$ cat src/rtl/event_flag_pkg.sv
package event_flag_pkg;
  localparam int SRC_COUNT = 6;

  localparam int IDX_ACK   = 0;
  localparam int IDX_ALARM = 1;
  localparam int IDX_SEC   = 2;
  localparam int IDX_TIME  = 3;
  localparam int IDX_CAL   = 4;
  localparam int IDX_TDERR = 5;

  typedef logic [SRC_COUNT-1:0] srcVec_t;

  // Gated strobes from control to datapath
  typedef struct packed {
    srcVec_t clrBits;
    srcVec_t setMask;
    srcVec_t dropMask;
  } strobe_t;
endpackage

$ cat src/rtl/event_flag_ctrl.sv
module event_flag_ctrl
  import event_flag_pkg::*;
(
  input  logic    clrWe,
  input  srcVec_t clrData,
  input  logic    enWe,
  input  srcVec_t enData,
  input  logic    disWe,
  input  srcVec_t disData,
  input  srcVec_t statusQ,
  input  srcVec_t maskQ,
  output strobe_t strobes,
  output logic    irq
);
  always_comb begin
    strobes.clrBits  = clrWe ? clrData : '0;
    strobes.setMask  = enWe  ? enData  : '0;
    strobes.dropMask = disWe ? disData : '0;
  end

  assign irq = |(statusQ & maskQ);
endmodule

$ cat src/rtl/event_flag_datapath.sv
module event_flag_datapath
  import event_flag_pkg::*;
(
  input  logic    clk,
  input  logic    rstN,
  input  strobe_t strobes,
  input  srcVec_t evtPulse,
  input  logic    tdInvalid,
  output srcVec_t statusQ,
  output srcVec_t maskQ
);
  srcVec_t holdVec;
  srcVec_t statusNext;
  srcVec_t maskNext;

  always_comb begin
    holdVec = '0;
    holdVec[IDX_TDERR] = tdInvalid;
    // set terms listed last so an event beats a clear
    statusNext = (statusQ & ~strobes.clrBits) | evtPulse | holdVec;
    // drop applied after set so a disable wins
    maskNext = (maskQ | strobes.setMask) & ~strobes.dropMask;
  end

  always_ff @(posedge clk or negedge rstN) begin
    if (!rstN) begin
      statusQ <= '0;
      maskQ   <= '0;
    end else begin
      statusQ <= statusNext;
      maskQ   <= maskNext;
    end
  end

  p_event_sets_r2: assert property (@(posedge clk) disable iff (!rstN)
    (|evtPulse) |=> ((statusQ & $past(evtPulse)) == $past(evtPulse)));

  p_no_spurious_set_r2: assert property (@(posedge clk) disable iff (!rstN)
    (!(|evtPulse) && !tdInvalid) |=> ((statusQ & ~$past(statusQ)) == '0));

  p_clear_empties_r3: assert property (@(posedge clk) disable iff (!rstN)
    (!(|evtPulse) && !tdInvalid) |=> ((statusQ & $past(strobes.clrBits)) == '0));

  p_err_held_r5: assert property (@(posedge clk) disable iff (!rstN)
    tdInvalid |=> statusQ[IDX_TDERR]);

  p_disable_wins_r7: assert property (@(posedge clk) disable iff (!rstN)
    (|strobes.dropMask) |=> ((maskQ & $past(strobes.dropMask)) == '0));

  p_enable_sets_r6: assert property (@(posedge clk) disable iff (!rstN)
    (|strobes.setMask) |=>
      ((maskQ & $past(strobes.setMask & ~strobes.dropMask))
        == $past(strobes.setMask & ~strobes.dropMask)));
endmodule

$ cat src/rtl/event_flag_irq.sv
module event_flag_irq
  import event_flag_pkg::*;
(
  input  logic                 clk,
  input  logic                 rstN,
  input  logic [SRC_COUNT-1:0] evtPulse,
  input  logic                 tdInvalid,
  input  logic                 clrWe,
  input  logic [SRC_COUNT-1:0] clrData,
  input  logic                 enWe,
  input  logic [SRC_COUNT-1:0] enData,
  input  logic                 disWe,
  input  logic [SRC_COUNT-1:0] disData,
  output logic [SRC_COUNT-1:0] statusQ,
  output logic [SRC_COUNT-1:0] maskQ,
  output logic                 irq
);
  strobe_t strobes;

  event_flag_ctrl u_ctrl (
    .clrWe   (clrWe),
    .clrData (clrData),
    .enWe    (enWe),
    .enData  (enData),
    .disWe   (disWe),
    .disData (disData),
    .statusQ (statusQ),
    .maskQ   (maskQ),
    .strobes (strobes),
    .irq     (irq)
  );

  event_flag_datapath u_dp (
    .clk       (clk),
    .rstN      (rstN),
    .strobes   (strobes),
    .evtPulse  (evtPulse),
    .tdInvalid (tdInvalid),
    .statusQ   (statusQ),
    .maskQ     (maskQ)
  );

  p_irq_needs_mask_r8: assert property (@(posedge clk) disable iff (!rstN)
    (maskQ == '0) |-> !irq);
endmodule

$ cat config.mk
export PLATFORM = sky130hd
export DESIGN_NAME = event_flag_irq
export DESIGN_NICKNAME = d
export VERILOG_FILES = /design/src/rtl/event_flag_pkg.sv /design/src/rtl/event_flag_ctrl.sv /design/src/rtl/event_flag_datapath.sv /design/src/rtl/event_flag_irq.sv
export SDC_FILE = /design/constraint.sdc
export NUM_CORES = 1
export LEC_CHECK = 0
export ABC_AREA = 1
export BUFFER_PORTS_ARGS = -buffer_cell sky130_fd_sc_hd__buf_2
export CORE_MARGIN = 5
export CORE_UTILIZATION = 39
export CTS_BUF_LIST = sky130_fd_sc_hd__clkbuf_2
export CTS_CLUSTER_SIZE = 28
export DETAILED_ROUTE_END_ITERATION = 8
export GPL_TIMING_DRIVEN = 0
export PLACE_DENSITY_LB_ADDON = 0.25
export SLEW_MARGIN = 20
export SYNTH_ARGS = -nofsm -noshare
export SYNTH_HDL_FRONTEND = slang
export SYNTH_HIERARCHICAL = 1
export SYNTH_SLANG_ARGS = --single-unit
$ cat constraint.sdc
create_clock -name clk -period 1.5 [get_ports clk]
set_input_delay 0 -clock clk [delete_from_list [all_inputs] [get_ports clk]]
set_output_delay 0 -clock clk [all_outputs]
set_load 0.005 [all_outputs]
# After elaboration in Yosys (flattened, before gate mapping)
# Index checks and enable logic that the tools add are counted.
# classes
bitwise_logic	8
n_reduce_logical	1
muxes	3
# op_table
cell	n
$and A6 B6 Y6	3
$mux W6	3
$or A6 B6 Y6	3
$not A6 Y6	2
$reduce_or A6 Y1	1
# word_totals
regBits	12
inputBits	30

# Depth between registers and ports, before layout
# Gate-level depths: netlist of run 1.
# depth
depth_word	5
ltp_mapped	5
ltp_nobuf	5

# By module
# The synthesis of run 1 kept the hierarchy.
# modules_own_cells
mod	instances	area_per_inst_um2	seq_area_each_um2	cells_per_inst
event_flag_datapath	1	435.4	300.3	48
event_flag_ctrl	1	180.2	0.0	48

# Worst setup path after synthesis of run 1
# Ideal clock, no wire load.
# synth_timing
kind	reg2out
startpoint	register u_dp.statusQ[3]
endpoint	output irq
path_slack_ns	0.864
arrival_ns	0.636
path_buffers	0
stages_incl_launch_ff	5
path_cell_list	dfrtp_1 nand2_1 nand2_1 nor2_1 nand2_1
# synth_via
elab_chain_cells	2
# synth_lines
element	line	source
from (decl)	event_flag_datapath.sv:9	output srcVec_t statusQ,
from (signal assigned)	event_flag_datapath.sv:30	statusQ <= statusNext;
$and A6 B6 Y6	event_flag_ctrl.sv:21	assign irq = |(statusQ & maskQ);
$reduce_or A6 Y1	event_flag_ctrl.sv:21	
to (decl)	event_flag_irq.sv:16	output logic irq
# Every way passes these cells.

# Worst setup path in the final report of run 1
# layout_timing
startpoint	input tdInvalid
endpoint	register u_dp.statusQ[5]
# layout_via
elab_chain_cells	1
# layout_lines
element	line	source
from (decl)	event_flag_irq.sv:7	input logic tdInvalid,
$or A6 B6 Y6	event_flag_datapath.sv:20	statusNext = (statusQ & ~strobes.clrBits) | evtPulse | holdVec;
net u_dp.statusNext[5]	event_flag_datapath.sv:13	srcVec_t statusNext;
# The timed path passes the listed nets, and every way through them passes these cells.

==> flow_metrics.tcl, run 1 <==
set metrics [dict create \
    max_freq_mhz 857 \
    grt_pass1_vias 698 \
    cp-end-kind "flip-flop" \
    cts-root-buf "clkbuf_2" \
    drt_wl_total_mm 1.70 \
    drc 0 \
    synthAdderAreaFrac 0 \
    status "finished, final reports clean" \
    seq_area_frac_synth 0.488 \
    ys.warnings.count 6 \
    num-fill-cells 159 \
    syn-cell-area_um2 616 \
    insertedDiodeCount 0 \
    synth_cells 96 \
    grtUsageTotal 0.150 \
    drt-initial-drc-count 5 \
    startpoint_type "input port" \
    path_class "input port to flip-flop" \
    clockBufferDepth 2 \
    clock_sinks 12 \
    synth_simple_gate_area_share 0.329 \
    p_leak_nw 0.689 \
    synth_top_cell_area_share 0.488 \
    slew_viol_final 0 \
    pre_cts_ws_ns 0.723 \
    synth_top_family_by_area "simple AND/OR/NAND/NOR gates" \
    synth_compound_area_frac 0 \
    synth_seq_cells 12 \
    vias 731 \
    yosys-top-cells-count "40 x nand2_1, 30 x inv_1, 14 x nor2_1" \
    hold_viol_final 0 \
    num_io_pins 43 \
    grt_max_degree 13 \
    antenna_found_initial 0 \
    path_clk_slew_ns 0.12 \
    core_area_um2 1510 \
    numCtsBuffers 3 \
    avgRoutedWirePerCell_um 9.91 \
    clk_latency_ns 0.27 \
    layout-drive-gt1-share 0.290 \
    die_area_um2 2470 \
    maxSlewHeadroom 0.823 \
    finalCriticalPeriod_ns 1.17 \
    synthXorXnorAreaFrac 0 \
    finalClockSkew_ns 0 \
    tightestPinTransition_ns 0.265 \
    final_antenna_net_count 0 \
    port_buffers 42 \
    drtPass1Iterations 5 \
    setup_viol 0 \
    vdd_drop_max_v 0.000480 \
    rsz0062_at_grt "no" \
    ys.flop_type "dfrtp_1" \
    synthTopCellsByArea "dfrtp_1 49%, nand2_1 24%, inv_1 18%" \
    finalPower_w 0.000716 \
    synth_mux_area_frac 0 \
    holdCritPathClass "input port to flip-flop" \
    path_max_fanout 1 \
    cp.arrival_ns 1.34 \
    dp_hpwl_mm 1.21 \
    synthDistinctLibCells 4 \
    tns_ns 0 \
    initial_core_util 0.409 \
    p_per_area_nw_per_um2 716 \
    setup_ws_ns 0.334 \
    syn2layout_area_growth_pct 62.6 \
    synth_largest_area_cell "dfrtp_1" \
    synth_nets 126 \
    required_ns 1.67 \
    final_cells 171 \
    nNetsFinal 187 \
    die_w_um 49.7 \
    synth_edf_count 0 \
    grt_first_pass_wirelength_mm 2.87 \
    dpl.cell_count 154 \
    place_congestion 0.689 \
    grt.overflow.total 0 \
    drt-vias-per-instance 4.27 \
    period_share 0.778 \
    synth-async-reset-ratio 1.00 \
    synth_most_common_cell "nand2_1" \
    h-tree-depth 1 \
    num_rows 14 \
    maxCapViolations 0 \
    syn_area_per_cell_um2 6.41 \
    die_h_um 49.7 \
    cts_tree "built" \
]
[flip-flops by register name, indices dropped and copies added, names as in the netlist]
name and count:
u_dp/maskQ 6, u_dp/statusQ 6
[worst max-delay path, cell delays in order]
cell           delay (ns)
dlygate4sd3_1        0.54
buf_2                0.12
nor2_1               0.08
dlygate4sd3_1        0.55
nand2_1              0.05
[layout by cell type (no fill, tap or decap)]
cell,Yosys,layout
inv_1,30,30
nand2_1,40,40
buf_2,0,42
nor2_1,14,14
dfrtp_1,12,12
dlygate4sd3_1,0,14
clkbuf_2,0,3
[where the power goes]
group	switching, W	internal, W	total (W)	leakage, nW
sequential	0.0000221	0.000352	0.000374	0.132
clock	0.000108	0.0000545	0.000163	0.0125
combinational	0.0000802	0.0000995	0.000180	0.545
[metrics by stage]
stage	hold WS (ns)	cell area (µm²)	util
4_1_cts	0.0220	1000	0.664
3_5_place_dp	-0.110	846	0.561
6_report	0.0219	1000	0.664
5_1_grt	0.0374	1000	0.664
2_1_floorplan	-0.296	616	-
3_3_place_gp	-0.112	846	0.561
[cells by family (layout without fill, tap and decap cells)]
family                 count (synthesis)  after routing
and+or+nand+nor                       54             54
buffers and inverters                 30             89
DFF                                   12             12
[area by class of cell]
class                   count  area [µm²]  area share
inverters                  30         113       0.113
clock buffers               3        15.0      0.0150
well taps                  16        20.0      0.0200
repair buffers             56         350       0.350
multi-input cells          54         203       0.202
flip-flops and latches     12         300       0.300
[metal layers]
metal  up-vias  global-route usage  part of all wire
li1        378                   -                 -
met1       315               0.171              0.39
met2        34               0.252              0.51
met3         4              0.0482             0.093
met4         0              0.0655            0.0088
met5         -                   0                 0
[repair_timing]
| item | in CTS | in global routing |
|---|---|---|
| endpoints found under the hold margin | 24 | 0 |
| setup buffers | 0 | 0 |
| hold buffers | 14 | 0 |
| resized for setup | 0 | 0 |
[final timing paths]
check	end	slack, ns	cells after the start	from
worst max-delay path	u_dp/statusQ[5]	0.33	5	tdInvalid
min in group asynchronous	u_dp/maskQ[4]	0.14	2	rstN
worst min register to register	u_dp/statusQ[5]	0.51	2	u_dp/statusQ[5]
worst max register to register	u_dp/maskQ[1]	0.84	2	u_dp/maskQ[1]
worst min-delay path	u_dp/maskQ[4]	0.02	4	disWe
max in group asynchronous	u_dp/statusQ[0]	1.15	2	rstN
(Power assumes the default switching activity.)
==> inputs of run 2 (changes only) <==
- clock period: 1.5 -> 1.1 ns (I/O delays scaled with it)
==> run 2 against run 1 <==
  * Count of clock-buffer cells in the layout unchanged
  * Global-route usage increased by 0.19 points
  * Sequential share of layout area decreased by 0.87 points
  * Sequential power increased by 36%
  * Critical path depth unchanged
  * Via count decreased by 2.5%
  * Flip-flop and latch count unchanged
  * Wire length increased by 1.5%
  * Critical path type is now flip-flop to primary output
==> flow_metrics.tcl, run 2 (synthesized netlist as in run 1, its figures left out) <==
set metrics [dict create \
    pwr-share-seq 0.508 \
    drt-initial-drc-count 5 \
    port_buffers 42 \
    grt_max_degree 13 \
    h-tree-depth 1 \
    path_clk_slew_ns 0.12 \
    dp_hpwl_mm 1.21 \
    cts_tree "built" \
    insertedDiodeCount 0 \
    hold-worst-slack_ns 0.0254 \
    initial_core_util 0.409 \
    antenna_found_initial 0 \
    regArea_um2 300 \
    setup_viol 0 \
    p_leak_nw 0.706 \
    layout-drive-gt1-share 0.308 \
    vdd_drop_max_v 0.000622 \
    maxSlewHeadroom 0.826 \
    dpl.cell_count 154 \
    clk_latency_ns 0.26 \
    maxCapViolations 0 \
    vias 713 \
    top_regs "u_dp/maskQ x6, u_dp/statusQ x6" \
    final_antenna_net_count 0 \
    final_cells 175 \
    p_sw_frac 0.293 \
    internal-power_w 0.000705 \
    syn2layout_area_growth_pct 67.5 \
    required_ns 1.10 \
    power_frac_clock 0.225 \
    nNetsFinal 191 \
    post_dp_cell_area_um2 846 \
    finalPower_w 0.000998 \
    pwr-share-comb 0.268 \
    final_area_um2 1030 \
    grt_pass1_vias 693 \
    grt_first_pass_wirelength_mm 2.88 \
    clockBufferDepth 2 \
    final_cell_mix "42 x buf_2, 40 x nand2_1, 30 x inv_1, 14 x dlygate4sd3_1, 14 x nor2_1" \
    num_io_pins 43 \
    finalCriticalPeriod_ns 1.06 \
    startpoint_type "flip-flop" \
    cts-root-buf "clkbuf_2" \
    grt.overflow.total 0 \
    p_sw_w 0.000293 \
    max_freq_mhz 943 \
    drtPass1Iterations 3 \
    hold_viol_final 0 \
    p_per_area_nw_per_um2 968 \
    numCtsBuffers 3 \
    finalClockSkew_ns 0 \
    core_area_um2 1510 \
    num_rows 14 \
    grtUsageTotal 0.152 \
    clock_sinks 12 \
    cp-end-kind "primary output" \
    drt-vias-per-instance 4.07 \
    num-fill-cells 153 \
    tightestPinTransition_ns 0.260 \
    multiInputGateArea_um2 203 \
    die_area_um2 2470 \
    avgRoutedWirePerCell_um 9.83 \
    die_w_um 49.7 \
    die_h_um 49.7 \
    tns_ns 0 \
    slew_viol_final 0 \
    mostFrequentLayoutCell "buf_2" \
    drc 0 \
    place_congestion 0.689 \
    path_class "flip-flop to primary output" \
    drt_wl_total_mm 1.72 \
    path_max_fanout 3 \
    cp.arrival_ns 1.06 \
    period_share 0.964 \
    rsz0062_at_grt "yes" \
    status "finished, final reports clean" \
    holdCritPathClass "input port to flip-flop" \
]
run 2: cell types whose count changed in the layout (fill, tap and decap cells not counted), sizes merged:
cell,change
buf,+4
run 2: critical path, stage by stage (launching register included):
cell and delay, ns:
dfrtp_1 0.42, nand2_1 0.06, nand2_1 0.04, nor2_1 0.10, nand2_1 0.05, buf_2 0.12
run 2: per-stage QoR:
step                      setup slack (ns)   util
after CTS                          0.00738  0.664
after floorplan                      0.464      -
after global placement               0.326  0.561
after detailed placement             0.323  0.561
after global routing               -0.0404  0.684
final                               0.0401  0.684
run 2: power by group through the flow:
| stage | combinational [W] | clock, W | sequential (W) |
|---|---|---|---|
| after floorplan | 0.0000852 | 0 | 0.000519 |
| after detailed placement | 0.000209 | 0 | 0.000520 |
| after CTS | 0.000247 | 0.000224 | 0.000511 |
| after global routing | 0.000310 | 0.000243 | 0.000513 |
| final | 0.000267 | 0.000224 | 0.000507 |
| after global placement | 0.000203 | 0 | 0.000518 |
run 2: path summary, 6_finish.rpt:
path                            startpoint               to  slack, ns  cells after the start
max                        u_dp/statusQ[0]              irq       0.04                      5
min                             clrData[4]  u_dp/statusQ[4]       0.03                      6
max reg2reg                  u_dp/maskQ[0]    u_dp/maskQ[0]       0.35                      3
min reg2reg                u_dp/statusQ[5]  u_dp/statusQ[5]       0.51                      2
max in group asynchronous             rstN    u_dp/maskQ[5]       0.76                      2
min in group asynchronous             rstN  u_dp/statusQ[3]       0.14                      2
run 2: routing by layer:
metal | vias up | wire length, µm | GRT usage
met5 | - | 0 | 0
met4 | 0 | 0 | 0.0655
met3 | 0 | 151 | 0.0482
met2 | 24 | 919 | 0.261
met1 | 304 | 650 | 0.169
li1 | 385 | - | -
run 2: layout make-up:
type,count,area share
Sequential cell,12,0.291
Multi-Input combinational cell,54,0.197
Tap cell,16,0.0194
Inverter,30,0.109
Clock buffer,3,0.0146
Timing Repair Buffer,60,0.369
run 2: what timing repair did:
item / in CTS / in global routing
hold buffers: 14 / 0
setup endpoints to repair: 0 / 1
setup buffers: 0 / 4
hold endpoints to repair: 24 / 0
resized for setup: 0 / 0
==> inputs of run 3 (changes only) <==
- CORE_MARGIN: 5 -> 10
- CTS_CLUSTER_SIZE: 28 -> default
- PLACE_DENSITY: default -> 0.85
- PLACE_DENSITY_LB_ADDON: 0.25 -> default
==> run 3 against run 2 <==
  * Core utilization up 0.66 points
  * Hold slack better by 0.0062 ns
  * Sequential power hardly changed
  * Clock skew stayed put
  * Count of clock-buffer cells in the layout is the same
  * Sequential share of layout area is 0.28 points lower
  * Via count increased by 6.0%
  * Die area increased by 44%
  * Critical path type unchanged
  * Critical endpoint unchanged
==> flow_metrics.tcl, run 3 (synthesized netlist as in run 1, its figures left out) <==
set metrics [dict create \
    cp-end-kind "primary output" \
    pwr-share-seq 0.503 \
    p_sw_w 0.000293 \
    required_ns 1.10 \
    syn2layout_area_growth_pct 69.1 \
    h-tree-depth 1 \
    status "finished, final reports clean" \
    grt_first_pass_wirelength_mm 3.42 \
    r2r_start "u_dp/maskQ[3]" \
    clockBufferDepth 2 \
    finalCriticalPeriod_ns 1.09 \
    period_share 0.990 \
    hold_end "u_dp/maskQ[5]" \
    die_area_um2 3570 \
    holdCritStartpoint "disWe" \
    maxSlewHeadroom 0.816 \
    final_antenna_net_count 0 \
    cts_tree "built" \
    path_clk_slew_ns 0.11 \
    wl_met2_mm 1.15 \
    grtUsageTotal 0.122 \
    final_cell_mix "42 x buf_2, 40 x nand2_1, 30 x inv_1, 14 x dlygate4sd3_1, 14 x nor2_1" \
    core_area_um2 1510 \
    r2r_cells 3 \
    grt_max_degree 13 \
    drtPass1Iterations 4 \
    cts-root-buf "clkbuf_2" \
    initial_core_util 0.409 \
    wl_met3_um 194 \
    p_sw_frac 0.292 \
    avgRoutedWirePerCell_um 12.3 \
    rrSetupSlack_ns 0.31 \
    max_stage_delay_ns 0.41 \
    setup_ws_ns 0.0115 \
    dp_hpwl_mm 1.52 \
    nNetsFinal 192 \
    whs_path_depth 4 \
    die_h_um 59.7 \
    cts_resized 0 \
    maxCapViolations 0 \
    tightestPinTransition_ns 0.277 \
    vdd_drop_max_v 0.000539 \
    clock_sinks 12 \
    mostFrequentLayoutCell "buf_2" \
    clk_latency_ns 0.27 \
    num_rows 14 \
    slew_viol_final 0 \
    power_frac_clock 0.209 \
    pwr-share-comb 0.288 \
    holdCritPathClass "input port to flip-flop" \
    drt_wl_total_mm 2.18 \
    path_buf_inv 1 \
    grt.overflow.total 0 \
    num_io_pins 43 \
    path_class "flip-flop to primary output" \
    hold_viol_final 0 \
    die_w_um 59.7 \
    cp_common_cell "nand2_1" \
    cpMaxStageDelayCell "dfrtp_1" \
    top_layer_used "met4" \
    drt-vias-per-instance 4.27 \
    finalClockSkew_ns 0 \
    finalPower_w 0.00100 \
    layout-drive-gt1-share 0.313 \
    top_regs "u_dp/maskQ x6, u_dp/statusQ x6" \
    path_max_fanout 3 \
    place_congestion 0.762 \
    drc 0 \
    drt-initial-drc-count 24 \
    cp_top_family "flip-flops" \
    p_per_area_nw_per_um2 965 \
    pre_cts_ws_ns 0.307 \
    startpoint_type "flip-flop" \
    port_buffers 42 \
    crit_chain "nand2_1 > nand2_1 > nor2_1 > nand2_1 > buf_2" \
    setup_viol 0 \
    wl_met1_um 794 \
    r2r_end "u_dp/maskQ[3]" \
    cp.arrival_ns 1.09 \
    numCtsBuffers 3 \
    internal-power_w 0.000711 \
    antenna_found_initial 0 \
    p_leak_nw 0.711 \
    max_freq_mhz 919 \
    grt_pass1_vias 759 \
    rsz0062_at_grt "yes" \
    vias 756 \
]
[run 3: changes by cell type in the layout (fill, tap and decap cells not counted), sizes merged]
cell   delta
buf       +1
diode     +1
[run 3: power by group through the flow]
stage                     registers (W)  logic [W]  clock network, W
final                          0.000505   0.000289          0.000210
after global routing           0.000512   0.000323          0.000240
after CTS                      0.000506   0.000281          0.000223
after detailed placement       0.000518   0.000215                 0
after global placement         0.000517   0.000206                 0
after floorplan                0.000519  0.0000852                 0
[run 3: tightest hold or removal path, stage by stage]
cell and delay, ns:
buf_2 0.13, nand2_1 0.06, inv_1 0.04, nor2_1 0.03
[run 3: area by class of cell]
type	count	area, µm²
repair buffers	61	388
well taps	16	20.0
inverters	30	113
fillers	129	465
flip-flops and latches	12	300
diodes	1	2.50
multi-input cells	54	203
clock buffers	3	15.0
[run 3: worst max path at each step]
stage                     from  end  slack (ns)  depth (start not counted)
4_1_cts          u_dp/maskQ[3]  irq       0.002                          5
2_1_floorplan  u_dp/statusQ[3]  irq        0.46                          4
6_report         u_dp/maskQ[1]  irq        0.01                          5
3_5_place_dp   u_dp/statusQ[3]  irq        0.31                          5
5_1_grt          u_dp/maskQ[3]  irq       -0.04                          5
3_3_place_gp   u_dp/statusQ[3]  irq        0.33                          5
[run 3: what timing repair did]
action	in CTS	in global routing
hold buffers	14	0
buffers inserted	4	1
setup endpoints to repair	1	1
endpoints found under the hold margin	24	0
cloned	0	0
pin swaps	0	1
[run 3: through the flow]
step                TNS (ns)  area [µm²]  hold slack (ns)  instances   util
floorplan                  0         616           -0.296         96      -
global placement           0         846           -0.121        154  0.561
detailed placement         0         846           -0.114        154  0.561
CTS                        0        1030          0.00588        175  0.684
global route         -0.0379        1040           0.0238        176  0.689
finish                     0        1040           0.0316        177  0.691
[run 3: metal layers]
metal,track usage,vias up
li1,-,389
met1,0.127,323
met2,0.207,40
met3,0.0487,4
met4,0.0609,0
met5,0,-
